[src/rtl/refsched_pkg.sv]
package refsched_pkg;

    typedef enum logic [1:0] {
        S_WAIT_INIT = 2'd0,
        S_IDLE      = 2'd1,
        S_REQ       = 2'd2,
        S_GAP       = 2'd3
    } rs_state_e;

endpackage

[src/rtl/refsched_timer.sv]
module refsched_timer #(
    parameter int unsigned ROW_IVL = 8,
    parameter int unsigned GRP_IVL = 32,
    parameter int unsigned CNT_W   = 6
) (
    input  logic clk,
    input  logic rst_n,
    input  logic start,
    input  logic grouped,
    output logic tick
);
    localparam logic [CNT_W-1:0] ROW_RL = CNT_W'(ROW_IVL - 1);
    localparam logic [CNT_W-1:0] GRP_RL = CNT_W'(GRP_IVL - 1);

    logic             running;
    logic [CNT_W-1:0] cnt;
    logic [CNT_W-1:0] reload;

    assign reload = grouped ? GRP_RL : ROW_RL;
    assign tick   = running && (cnt == '0);

    always_ff @(posedge clk or negedge rst_n) begin
        if (!rst_n) begin
            running <= 1'b0;
            cnt     <= '0;
        end else if (!running) begin
            if (start) begin
                running <= 1'b1;
                cnt     <= reload;
            end
        end else if (cnt == '0) begin
            cnt <= reload;
        end else begin
            cnt <= cnt - 1'b1;
        end
    end

    AST_NO_TICK_BEFORE_START: assert property (@(posedge clk) disable iff (!rst_n)
        (!running && !start) |=> !tick);

endmodule

[src/rtl/refsched_pending.sv]
module refsched_pending #(
    parameter int unsigned LIMIT  = 4,
    parameter int unsigned PEND_W = 3
) (
    input  logic clk,
    input  logic rst_n,
    input  logic tick,
    input  logic take,
    output logic owed,
    output logic late
);
    localparam logic [PEND_W-1:0] LIM = PEND_W'(LIMIT);

    logic [PEND_W-1:0] pend;

    always_ff @(posedge clk or negedge rst_n) begin
        if (!rst_n) begin
            pend <= '0;
            late <= 1'b0;
        end else begin
            unique case ({tick, take})
                2'b10:   if (pend < LIM) pend <= pend + 1'b1;
                2'b01:   pend <= pend - 1'b1;
                default: pend <= pend;
            endcase
            if (pend == LIM) late <= 1'b1;
        end
    end

    assign owed = (pend != '0);

    AST_PEND_BOUND: assert property (@(posedge clk) disable iff (!rst_n)
        pend <= LIM);
    AST_TICK_COUNTED: assert property (@(posedge clk) disable iff (!rst_n)
        (tick && !take && pend < LIM) |=> pend == $past(pend) + 1'b1);
    AST_TAKE_HAS_OWED: assert property (@(posedge clk) disable iff (!rst_n)
        take |-> pend != '0);
    AST_LATE_STICKY: assert property (@(posedge clk) disable iff (!rst_n)
        late |=> late);

endmodule

[src/rtl/refsched_fsm.sv]
module refsched_fsm
    import refsched_pkg::*;
#(
    parameter int unsigned BURST_N = 4,
    parameter int unsigned TRFC_W  = 6,
    parameter int unsigned BC_W    = 3
) (
    input  logic              clk,
    input  logic              rst_n,
    input  logic              init_done,
    input  logic              grouped,
    input  logic [TRFC_W-1:0] trfc,
    input  logic              owed,
    input  logic              gnt,
    output logic              req,
    output logic              busy,
    output logic              take
);
    localparam logic [BC_W-1:0] BURST_LEN = BC_W'(BURST_N);
    localparam logic [BC_W-1:0] ONE_CMD   = BC_W'(1);

    rs_state_e         state, nxt;
    logic [BC_W-1:0]   cmd_left;
    logic [TRFC_W-1:0] gap;
    logic              first_q;

    always_comb begin
        nxt = state;
        unique case (state)
            S_WAIT_INIT: if (init_done) nxt = S_IDLE;
            S_IDLE:      if (owed) nxt = S_REQ;
            S_REQ:       if (gnt) nxt = (cmd_left == ONE_CMD) ? S_IDLE : S_GAP;
            S_GAP:       if (gap <= TRFC_W'(1)) nxt = S_REQ;
            default:     nxt = S_WAIT_INIT;
        endcase
    end

    always_ff @(posedge clk or negedge rst_n) begin
        if (!rst_n) begin
            state    <= S_WAIT_INIT;
            cmd_left <= '0;
            gap      <= '0;
            first_q  <= 1'b0;
        end else begin
            state <= nxt;
            if (state == S_IDLE && owed) begin
                cmd_left <= grouped ? BURST_LEN : ONE_CMD;
                first_q  <= 1'b1;
            end else if (state == S_REQ && gnt) begin
                cmd_left <= cmd_left - 1'b1;
                first_q  <= 1'b0;
                gap      <= trfc;
            end else if (state == S_GAP && gap > TRFC_W'(1)) begin
                gap <= gap - 1'b1;
            end
        end
    end

    always_comb begin
        req  = 1'b0;
        busy = 1'b0;
        unique case (state)
            S_REQ:   begin req = 1'b1; busy = 1'b1; end
            S_GAP:   busy = 1'b1;
            default: ;
        endcase
        take = req && gnt && first_q;
    end

    AST_REQ_HELD: assert property (@(posedge clk) disable iff (!rst_n)
        (req && !gnt) |=> req);
    AST_QUIET_BEFORE_INIT: assert property (@(posedge clk) disable iff (!rst_n)
        (state == S_WAIT_INIT && !init_done) |=> !req && !busy);
    AST_GAP_AFTER_GRANT: assert property (@(posedge clk) disable iff (!rst_n)
        (req && gnt && cmd_left != ONE_CMD) |=> !req && busy);

endmodule

[src/rtl/refresh_sched.sv]
module refresh_sched #(
    parameter int unsigned CLK_MHZ    = 250,
    parameter int unsigned WINDOW_US  = 64000,
    parameter int unsigned ROWS       = 4096,
    parameter int unsigned BURST_N    = 8,
    parameter int unsigned PEND_LIMIT = 4,
    parameter int unsigned TRFC_W     = 6
) (
    input  logic              clk,
    input  logic              rst_n,
    input  logic              init_done,
    input  logic              grouped_mode,
    input  logic [TRFC_W-1:0] trfc_clks,
    input  logic              ref_gnt,
    output logic              ref_req,
    output logic              ref_busy,
    output logic              ref_late
);
    localparam int unsigned ROW_IVL = (CLK_MHZ * WINDOW_US) / ROWS;
    localparam int unsigned GRP_IVL = (CLK_MHZ * WINDOW_US * BURST_N) / ROWS;
    localparam int unsigned CNT_W   = $clog2(GRP_IVL + 1);
    localparam int unsigned PEND_W  = $clog2(PEND_LIMIT + 1);
    localparam int unsigned BC_W    = $clog2(BURST_N + 1);

    logic tick, owed, take;

    refsched_timer #(
        .ROW_IVL (ROW_IVL),
        .GRP_IVL (GRP_IVL),
        .CNT_W   (CNT_W)
    ) u_timer (
        .clk     (clk),
        .rst_n   (rst_n),
        .start   (init_done),
        .grouped (grouped_mode),
        .tick    (tick)
    );

    refsched_pending #(
        .LIMIT  (PEND_LIMIT),
        .PEND_W (PEND_W)
    ) u_pending (
        .clk   (clk),
        .rst_n (rst_n),
        .tick  (tick),
        .take  (take),
        .owed  (owed),
        .late  (ref_late)
    );

    refsched_fsm #(
        .BURST_N (BURST_N),
        .TRFC_W  (TRFC_W),
        .BC_W    (BC_W)
    ) u_fsm (
        .clk       (clk),
        .rst_n     (rst_n),
        .init_done (init_done),
        .grouped   (grouped_mode),
        .trfc      (trfc_clks),
        .owed      (owed),
        .gnt       (ref_gnt),
        .req       (ref_req),
        .busy      (ref_busy),
        .take      (take)
    );

    AST_BUSY_WITH_REQ: assert property (@(posedge clk) disable iff (!rst_n)
        ref_req |-> ref_busy);

endmodule

[config.mk]
export PLATFORM = sky130hd
export DESIGN_NAME = refresh_sched
export DESIGN_NICKNAME = d
export VERILOG_FILES = /design/src/rtl/refsched_pkg.sv /design/src/rtl/refsched_timer.sv /design/src/rtl/refsched_pending.sv /design/src/rtl/refsched_fsm.sv /design/src/rtl/refresh_sched.sv
export SDC_FILE = /design/constraint.sdc
export NUM_CORES = 1
export LEC_CHECK = 0
export BUFFER_PORTS_ARGS = -buffer_cell sky130_fd_sc_hd__buf_2
export CELL_PAD_IN_SITES_DETAIL_PLACEMENT = 0
export CELL_PAD_IN_SITES_GLOBAL_PLACEMENT = 2
export CORE_AREA = 2 2 76 78
export DETAILED_ROUTE_END_ITERATION = 10
export DIE_AREA = 0 0 78 80
export GPL_TIMING_DRIVEN = 1
export PLACE_DENSITY_LB_ADDON = 0.1
export SYNTH_ARGS = -nofsm -noshare
export SYNTH_HDL_FRONTEND = slang
export SYNTH_HIERARCHICAL = 1
export SYNTH_SLANG_ARGS = --single-unit
export TNS_END_PERCENT = 30
[constraint.sdc]
create_clock -name clk -period 5.87 [get_ports clk]
set_clock_uncertainty 0.1 [all_clocks]
set_input_delay 1.174 -clock clk [delete_from_list [all_inputs] [get_ports clk]]
set_output_delay 1.174 -clock clk [all_outputs]
set_load 0.005 [all_outputs]
### After elaboration in Yosys (flattened, before gate mapping)

Index checks and enable logic that the tools add are counted.
W data, S select, Z words.

* word-level logic and storage cells: 69
* output and inout bits: 3
* bits in registers: 33
* bits of input ports: 11

* equal/unequal tests: 12
* $lt $le $gt $ge: 3
* reduce and logical (&&, ||, !) cells: 17
* bitwise logic cells: 1
* muxes and demuxes: 23
* add/subtract/negate cells: 5

Operator list (number)
* $mux W15: 4
* $logic_not A15 Y1: 1
* $sub A15 B1 Y15 const B: 1
* $mux W4: 3
* $mux W6: 2
* $mux W2: 5
* $pmux W2 S4: 1
* $reduce_bool A2 Y1: 4
* $eq A2 B2 Y1 const B: 3
* $gt A6 B1 Y1 const B: 1
* $le A6 B1 Y1 const B: 1
* $logic_and A1 B1 Y1: 6
* $mux W1: 6
* $ne A2 B1 Y1 const B: 3
* $pmux W3 S2: 1
* $sub A6 B1 Y6 const B: 1
* $eq A2 B1 Y1 const B: 2
* $eq A4 B1 Y1 const B: 1
* $ne A2 B2 Y1 const B: 2
* $reduce_and A2 Y1: 2
* $reduce_and A4 Y1: 1
* $sub A4 B1 Y4 const B: 1
* $add A3 B1 Y3 const B: 1
* $eq A3 B3 Y1 const B: 1
* other kinds (7): 7

### Longest topological paths before layout

Gate-level depths: netlist of the first run.

* depth after elaboration: 7
* gate-level depth with buffers: 10
* gate-level depth less buffers: 10

### Modules after synthesis

The synthesis of the first run kept the hierarchy.

Modules (own cells, without submodules)
* refsched_timer: times used 1, area an instance 1046.0 um2, sequential area each 400.4 um2, cells an instance 114
* refsched_fsm: times used 1, area an instance 882.1 um2, sequential area each 325.3 um2, cells an instance 101
* refsched_pending: times used 1, area an instance 210.2 um2, sequential area each 100.1 um2, cells an instance 19

### Worst setup path before layout of the first run

No wires, ideal clock.

* path kind: input-to-reg
* start point: input port ref_gnt
* end point: register u_pending.pend[2]
* library setup time: 0.090 ns
* path slack: 3.336 ns
* arrival time: 2.343 ns
* stages: 7
* buffers on the path: 0
* data required time: 5.680 ns
* path through: nand3b_1 > nor2_1 > nand2b_1 > fa_1 > inv_1 > a21oi_1 > o221ai_1

* cells in the longest elaborated chain, start to end: 5
* elaborated cells between the ends (all ways): 8
* those cells by class: eq/ne (3); mux (1); reduce/logical (4)

Ends and longest elaborated chain
* from (decl): RTL line refresh_sched.sv:14 `input logic ref_gnt,`
* $logic_and A1 B1 Y1 * (2 in series): RTL line refsched_fsm.sv:67 `take = req && gnt && first_q;`
* named net take: RTL line refresh_sched.sv:25 `logic tick, owed, take;`
* $eq A2 B2 Y1 or $eq A2 B1 Y1 (tied branches): RTL line refsched_pending.sv:21 `unique case ({tick, take})`
* $ne A2 B1 Y1 (no source line) or $reduce_bool A2 Y1 (tied branches)
* $reduce_and A2 Y1 (no source line)
* to (signal assigned): RTL line refsched_pending.sv:22 `2'b10: if (pend < LIM) pend <= pend + 1'b1;`
* to (signal assigned): RTL line refsched_pending.sv:23 `2'b01: pend <= pend - 1'b1;`
* to (signal assigned): RTL line refsched_pending.sv:24 `default: pend <= pend;`
* to (decl): RTL line refsched_pending.sv:14 `logic [PEND_W-1:0] pend;`

Mark *: on every way through the listed nets, which the timed path passes. The rest lies on a longest branch.
A chain may end at the register's enable or synchronous reset.

### Worst setup path in the final report of the first run

* start point: register u_timer.cnt[0]
* end point: register u_timer.cnt[4]

* cells in the longest elaborated chain, start to end: 3
* elaborated cells between the ends (all ways): 4
* those cells by class: add/sub (1); mux (2); reduce/logical (1)

Ends and longest elaborated chain
* from (decl): RTL line refsched_timer.sv:16 `logic [CNT_W-1:0] cnt;`
* from (signal assigned): RTL line refsched_timer.sv:29 `cnt <= reload;`
* from (signal assigned): RTL line refsched_timer.sv:32 `cnt <= reload;`
* from (signal assigned): RTL line refsched_timer.sv:34 `cnt <= cnt - 1'b1;`
* $sub A15 B1 Y15 or $logic_not A15 Y1 (tied branches): RTL line refsched_timer.sv:34, refsched_timer.sv:31
* $mux W15 *: RTL line refsched_timer.sv:31 `end else if (cnt == '0) begin`
* $mux W15 *: RTL line refsched_timer.sv:26 `end else if (!running) begin`

Every way passes the cells marked *; elsewhere a longest branch is shown, timed or not.

==> results of run 1 <==
## metal layers
layer  vias up  GRT usage  share of wire
met5         -          0              0
met4         0     0.0789          0.026
met3        13     0.0283          0.035
met2        39      0.291           0.49
met1       903      0.225           0.45
li1        907          -              -
## power by group
part	switching [mW]	internal [mW]	leakage [nW]
logic	0.176	0.170	0.510
registers	0.114	0.313	0.376
clock network	0.0877	0.0822	0.0450
## cells in the final DEF, fill, tap and decap left out, drive strengths merged, types with 3 or more instances in the layout
| cell | count |
|---|---|
| dfrtp | 33 |
| nor2 | 17 |
| inv | 14 |
| buf | 13 |
| nand2 | 12 |
| a31oi | 12 |
| a21oi | 10 |
| o21ai | 10 |
| or3 | 9 |
| nand2b | 7 |
| ha | 6 |
| clkbuf | 6 |
| nor3 | 6 |
| a211oi | 5 |
| nand4 | 5 |
| o21a | 5 |
| nand3 | 4 |
| and2 | 4 |
| o211ai | 4 |
| nor4 | 4 |
| nor3b | 4 |
| nand3b | 3 |
| o31ai | 3 |
| nor2b | 3 |
| o22ai | 3 |
| clkinv | 3 |
## state kept, by name, summed over array words and instances, names as in the netlist
name             flops
u_timer/running      1
u_fsm/first_q        1
u_fsm/cmd_left       4
u_fsm/state          2
u_timer/cnt         15
u_pending/late       1
u_pending/pend       3
u_fsm/gap            6
## kinds of logic (layout without fill, tap and decap cells)
family                     Yosys count  in the layout
xor gates and xnor gates             2              2
adders and majority gates            7              7
muxes                                2              2
and+or+nand+nor                     91             91
DFF                                 33             33
buffers and inverters               25             36
AOI/OAI and AO/OA                   74             74
## synthesized netlist by cell type (2+ instances only)
cell type	count	share of area
a2111o_1	2	0.011
a211o_2	2	0.0094
a211oi_1	5	0.018
a21oi_1	10	0.023
a31oi_1	12	0.035
a41oi_1	2	0.0082
and2_1	4	0.012
buf_6	2	0.011
clkbuf_1	7	0.012
dfrtp_1	33	0.39
ha_1	6	0.035
inv_1	14	0.025
mux2i_1	2	0.0094
nand2_1	12	0.021
nand2b_1	7	0.020
nand3_1	4	0.0094
nand3b_1	3	0.011
nand4_1	5	0.015
nor2_1	17	0.030
nor2b_1	3	0.0088
nor3_1	5	0.012
nor3b_1	3	0.011
nor4_1	4	0.012
nor4b_1	2	0.0082
o211ai_1	4	0.014
o21a_1	5	0.018
o21ai_0	10	0.023
o22ai_1	3	0.0088
o31ai_1	3	0.011
or2_2	2	0.0059
or3_1	6	0.018
or3_2	2	0.0070
## metrics by stage
stage / area (um2) / util / hold WS, ps / power [mW]
5_1_grt: 2320 / 0.430 / 408 / 1.02
3_3_place_gp: 2240 / 0.414 / 347 / 0.767
3_5_place_dp: 2240 / 0.414 / 353 / 0.774
4_1_cts: 2320 / 0.430 / 369 / 0.950
6_report: 2320 / 0.430 / 370 / 0.942
2_1_floorplan: 2140 / - / 362 / 0.689
## how the worst max path moves through the flow
stage | end | slack, ps | depth (start not counted)
after global placement | u_pending/pend[2] | 2960 | 8
after CTS | u_pending/pend[2] | 3120 | 8
after global routing | u_timer/cnt[4] | 2910 | 6
after floorplan | u_pending/pend[2] | 3340 | 7
after detailed placement | u_pending/pend[2] | 2820 | 8
final | u_timer/cnt[4] | 3070 | 6
## layout make-up
cell class              count  area share
inverters                  15      0.0242
well taps                  72      0.0388
clock inverters             2     0.00431
clock buffers               6      0.0312
multi-input cells         176       0.518
repair buffers             13      0.0280
flip-flops and latches     33       0.356
==> tab_implementation.tex, run 1 <==
\begin{tabular}{lr}
\hline
Metric & Value \\
\hline
\multicolumn{2}{l}{\textbf{Timing}} \\
Peak Freq & 357 MHz \\
Total Neg Setup Slack & 0 ps \\
Setup repair after global routing missed its margin & false \\
Hold Vio Cnt, Final & 0 \\
Post-layout minimum cycle time & 2800 ps \\
Slew HR & 0.493 \\
Period Utilization, post-route & 0.478 \\
Actual slew at the worst max-slew pin & 759 ps \\
Worst path setup slack after routing & 3070 ps \\
Number of slew-limit violations in the final report & 0 \\
Total setup violations reported at the end of the flow & 0 \\
\multicolumn{2}{l}{\textbf{Min path}} \\
Classification of the worst-slack hold path & reg2reg \\
Hold path startpoint & u\_pending/late \\
Worst min-delay path endpoint & u\_pending/late \\
Worst hold path depth & 1 \\
\multicolumn{2}{l}{\textbf{Logic synthesis}} \\
Warnings, synthesis & 6 \\
Dominant combinational cell family by area after synthesis & simple AND/OR/NAND/NOR gates \\
Complex-gate fraction of the synthesized area & 0.247 \\
Yosys reg bits & 33 \\
Number of synthesized flops with an enable pin & 0 \\
Simple-gate share of the synthesized area & 0.253 \\
Post-Synthesis Cells & 234 \\
Average cell area after synthesis & 9.14 um2 \\
Adder-Cell Fraction of Synth Area & 0.0445 \\
Post-synth net total & 252 \\
Synth cell types & 65 \\
Sequential cell area fraction in the yosys report & 0.386 \\
Xor/xnor share of the synthesized area & 0.00819 \\
Post-synth top flop & dfrtp\_1 \\
Post-synthesis instance area & 0.00214 mm2 \\
Mux contribution to synthesized area & 0.00936 \\
Async S/R FF share, synth & 1.00 \\
\multicolumn{2}{l}{\textbf{Finish}} \\
Proportion of layout cells with a drive suffix above 1 & 0.139 \\
Filler cells & 530 \\
Footprint of the multi-input gates & 0.00120 mm2 \\
Final std cells w/o fill & 317 \\
Nets & 262 \\
Layout overhead on the synthesized area & 8.60\% \\
Seq. cell area & 826 um2 \\
Count of antenna diodes in the layout & 0 \\
\multicolumn{2}{l}{\textbf{Die}} \\
Number of placement rows & 27 \\
Total die area & 0.00624 mm2 \\
Vertical die dimension & 80 um \\
I/O pin total & 14 \\
Die Span X & 78 um \\
Floorplan Core Area & 0.00541 mm2 \\
Effective utilization at floorplan & 0.396 \\
\multicolumn{2}{l}{\textbf{Placed design}} \\
I/O Buffers & 13 \\
Final estimated routing congestion in global placement & 0.806 \\
Worst-case setup slack after placement & 2820 ps \\
HPWL after detailed placement & 3.62 mm \\
Instance count after placement with tap cells included & 309 \\
\multicolumn{2}{l}{\textbf{Setup path}} \\
R2r startpoint & u\_timer/cnt[0] \\
Data arrival time at the worst-slack endpoint & 2870 ps \\
Critical Path Source Type & flop \\
Stage delay of the slowest cell on the critical path & 680 ps \\
Flop-to-flop setup slack & 3070 ps \\
Critical path cell sequence & inv\_1, ha\_1, nor3b\_2, nand4\_1, and2\_1, a311o\_2 \\
Crit path capture type & flop \\
Timing startpoint of the critical path & u\_timer/cnt[0] \\
Worst Reg2Reg Path Length in Cells & 6 \\
Crit Path Category & reg2reg \\
Crit Reg-Reg Endpoint & u\_timer/cnt[4] \\
Buf/Inv on CP & 1 \\
Critical path fanouts, max & 17 \\
Required time at the endpoint of the critical path & 5940 ps \\
Slowest cell on the critical path & nand4\_1 \\
Top delay family on crit path & simple AND/OR/NAND/NOR gates \\
\multicolumn{2}{l}{\textbf{Run}} \\
Number of max-cap violations & 0 \\
\multicolumn{2}{l}{\textbf{Drt}} \\
Post-route DRC violation count & 0 \\
Post-detailed-route via-to-cell ratio & 5.87 \\
Routed len/inst & 16.1 um \\
Total routed wirelength & 5.09 mm \\
Final ANT Viol Nets & 0 \\
DRT iter0 DRCs & 83 \\
Number of detailed-routing iterations run before antenna repair & 4 \\
Vias after detailed routing & 1862 \\
\multicolumn{2}{l}{\textbf{GRT}} \\
All-layer global routing usage & 0.175 \\
Number of global-route vias before repair & 1781 \\
First-pass GRT wire length & 8.68 mm \\
Antenna violations before repair & 0 \\
Total grt overflow & 0 \\
Pin count of the biggest net entering global routing & 34 \\
\multicolumn{2}{l}{\textbf{Clock tree}} \\
Total of cells resized after clock tree synthesis & 0 \\
Root cell of the clock tree & clkbuf\_8 \\
Postcts setup bufs & 0 \\
Clk buf depth & 2 \\
Clk sink count & 33 \\
CTS hold repair buffers & 0 \\
Cts bufs inserted & 5 \\
Clock tree from TritonCTS & done \\
CTS clk-pin slew, worst paths & 70 ps \\
Clk\_lat worst skew & 290 ps \\
Deepest level of the CTS H-tree & 2 \\
\multicolumn{2}{l}{\textbf{Power}} \\
Power density cells & 406 mW/mm2 \\
Total leakage power & 0.930 nW \\
Max IR drop VDD & 0.171 mV \\
\multicolumn{2}{l}{\textbf{Status}} \\
Outcome & completed \\
\hline
\end{tabular}
Power figures use the tool's default switching activity.
==> run 2: changes to the inputs <==
Settings changed: CORE_AREA 2 2 76 78 to 2 2 83 85, DIE_AREA 0 0 78 80 to 0 0 85 87.
Clock period 5.87 ns to 2.4 ns, I/O delays scaled along.
==> tab_implementation.tex, run 2 (same netlist as run 1, synthesis figures left out) <==
\begin{tabular}{lr}
\hline
Metric & Value \\
\hline
\multicolumn{2}{l}{\textbf{Drt}} \\
Post-route DRC violation count & 0 \\
Routed len/inst & 15.5 um \\
Final ANT Viol Nets & 0 \\
Vias after detailed routing & 1862 \\
DRT iter0 DRCs & 49 \\
Total routed wirelength & 5.32 mm \\
Post-detailed-route via-to-cell ratio & 5.44 \\
Number of detailed-routing iterations run before antenna repair & 4 \\
\multicolumn{2}{l}{\textbf{Placed design}} \\
Cell area after placement & 0.00238 mm2 \\
I/O Buffers & 13 \\
Final estimated routing congestion in global placement & 0.767 \\
HPWL after detailed placement & 3.95 mm \\
\multicolumn{2}{l}{\textbf{Die}} \\
Vertical die dimension & 87 um \\
Effective utilization at floorplan & 0.326 \\
Floorplan Core Area & 0.00657 mm2 \\
Die Span X & 85 um \\
I/O pin total & 14 \\
Total die area & 0.00740 mm2 \\
Number of placement rows & 30 \\
\multicolumn{2}{l}{\textbf{Finish}} \\
Proportion of layout cells with a drive suffix above 1 & 0.198 \\
Largest register by flop count & u\_timer/cnt \\
Layout overhead on the synthesized area & 16.2\% \\
Nets & 279 \\
Leading cell type in the layout, fill and taps excluded & dfrtp\_1 \\
Filler cells & 690 \\
Commonest cells after routing, fill and taps aside & dfrtp\_1, buf\_4, nor2\_1 \\
Number of flip-flops in the largest register & 15 \\
Final instance area & 0.00248 mm2 \\
Count of antenna diodes in the layout & 0 \\
Biggest registers after layout & u\_timer/cnt: 15 flops, u\_fsm/gap: 6 flops, u\_fsm/cmd\_left: 4 flops \\
\multicolumn{2}{l}{\textbf{Power}} \\
Max IR drop VDD & 0.359 mV \\
Total leakage power & 1.02 nW \\
Power density cells & 965 mW/mm2 \\
\multicolumn{2}{l}{\textbf{Timing}} \\
Total setup violations reported at the end of the flow & 0 \\
Period Utilization, post-route & 0.896 \\
Peak Freq & 465 MHz \\
Slew HR & 0.635 \\
Actual slew at the worst max-slew pin & 542 ps \\
Total Neg Setup Slack & 0 ps \\
Post-layout minimum cycle time & 2150 ps \\
Number of slew-limit violations in the final report & 0 \\
Setup repair after global routing missed its margin & false \\
Hold Vio Cnt, Final & 0 \\
\multicolumn{2}{l}{\textbf{Setup path}} \\
Data arrival time at the worst-slack endpoint & 2210 ps \\
Critical path cell sequence & inv\_1, ha\_1, nor3b\_4, nand2\_1, nor2\_1, nand2b\_1, fa\_1, inv\_1, o21ai\_0, o221ai\_1 \\
Crit Reg-Reg Endpoint & u\_pending/pend[2] \\
Critical Path Source Type & flop \\
Crit Path Category & reg2reg \\
Buf/Inv on CP & 2 \\
Crit path top cell by count & inv\_1 \\
Cell count along the critical path & 10 \\
Critical path fanouts, max & 6 \\
R2r startpoint & u\_timer/cnt[0] \\
Timing startpoint of the critical path & u\_timer/cnt[0] \\
Capturing instance or port of the critical path & u\_pending/pend[2] \\
Slowest cell on the critical path & dfrtp\_1 \\
Stage delay of the slowest cell on the critical path & 420 ps \\
Top delay family on crit path & simple AND/OR/NAND/NOR gates \\
Crit path capture type & flop \\
Worst Reg2Reg Path Length in Cells & 10 \\
Flop-to-flop setup slack & 250 ps \\
Required time at the endpoint of the critical path & 2460 ps \\
\multicolumn{2}{l}{\textbf{Clock tree}} \\
Root cell of the clock tree & clkbuf\_8 \\
Clk\_lat worst skew & 280 ps \\
Clock tree from TritonCTS & done \\
Postcts setup bufs & 0 \\
Deepest level of the CTS H-tree & 2 \\
Clk sink count & 33 \\
CTS hold repair buffers & 0 \\
Cts bufs inserted & 5 \\
Clk buf depth & 2 \\
CTS clk-pin slew, worst paths & 80 ps \\
Total of cells resized after clock tree synthesis & 0 \\
\multicolumn{2}{l}{\textbf{GRT}} \\
First-pass GRT wire length & 9.18 mm \\
Number of global-route vias before repair & 1829 \\
Antenna violations before repair & 0 \\
All-layer global routing usage & 0.156 \\
Total grt overflow & 0 \\
Pin count of the biggest net entering global routing & 22 \\
\multicolumn{2}{l}{\textbf{Status}} \\
Outcome & completed \\
\multicolumn{2}{l}{\textbf{Run}} \\
Number of max-cap violations & 0 \\
\multicolumn{2}{l}{\textbf{Min path}} \\
Classification of the worst-slack hold path & in2async \\
\hline
\end{tabular}
-- run 2: cell type report --
cell class,instances,area (um2),share of cell area
Clock buffer,7,96.3,0.0388
Tap cell,80,100,0.0403
Multi-Input combinational cell,176,1210,0.486
Sequential cell,33,826,0.332
Clock inverter,1,5.00,0.00201
Inverter,15,56.3,0.0227
Timing Repair Buffer,30,193,0.0775
-- run 2: power by group --
| group | leakage (nW) | total [mW] | internal, mW | switching, mW |
|---|---|---|---|---|
| logic | 0.592 | 0.894 | 0.445 | 0.449 |
| registers | 0.376 | 1.03 | 0.765 | 0.266 |
| clock network | 0.0542 | 0.472 | 0.259 | 0.213 |
-- run 2: worst min-delay path by stage --
stage / to / slack (ps) / depth (start not counted)
2_1_floorplan: u_fsm/cmd_left[0] / 80 / 0
6_report: u_pending/late / 10 / 1
3_5_place_dp: u_fsm/gap[4] / 340 / 1
4_1_cts: u_pending/late / 20 / 1
5_1_grt: u_fsm/cmd_left[0] / 40 / 1
3_3_place_gp: u_fsm/gap[4] / 330 / 1
-- run 2: layer usage --
| metal | up-vias | share of wire | GRT usage | wire (um) |
|---|---|---|---|---|
| li1 | 940 | - | - | - |
| met2 | 23 | 0.47 | 0.266 | 2520 |
| met5 | - | 0 | 0 | 0 |
| met3 | 4 | 0.026 | 0.0294 | 137 |
| met1 | 895 | 0.49 | 0.202 | 2610 |
| met4 | 0 | 0.0083 | 0.0433 | 44 |
-- run 2: worst reg2reg max path: stages (launching register included) --
cell and delay (ps):
dfrtp_1 420, inv_1 90, ha_1 160, nor3b_4 260
nand2_1 110, nor2_1 160, nand2b_1 190, fa_1 210
inv_1 50, o21ai_0 140, o221ai_1 120
-- run 2: through the flow --
| step | utilization | hold slack, ps | total power, mW | setup WS [ps] | std cells |
|---|---|---|---|---|---|
| 2_1_floorplan | - | 84.4 | 1.69 | 231 | 234 |
| 3_3_place_gp | 0.362 | 333 | 1.94 | 248 | 334 |
| 3_5_place_dp | 0.362 | 338 | 1.92 | 206 | 334 |
| 4_1_cts | 0.377 | 18.5 | 2.42 | 195 | 342 |
| 5_1_grt | 0.378 | 35.1 | 2.61 | 12.5 | 342 |
| 6_report | 0.378 | 14.8 | 2.40 | 250 | 342 |
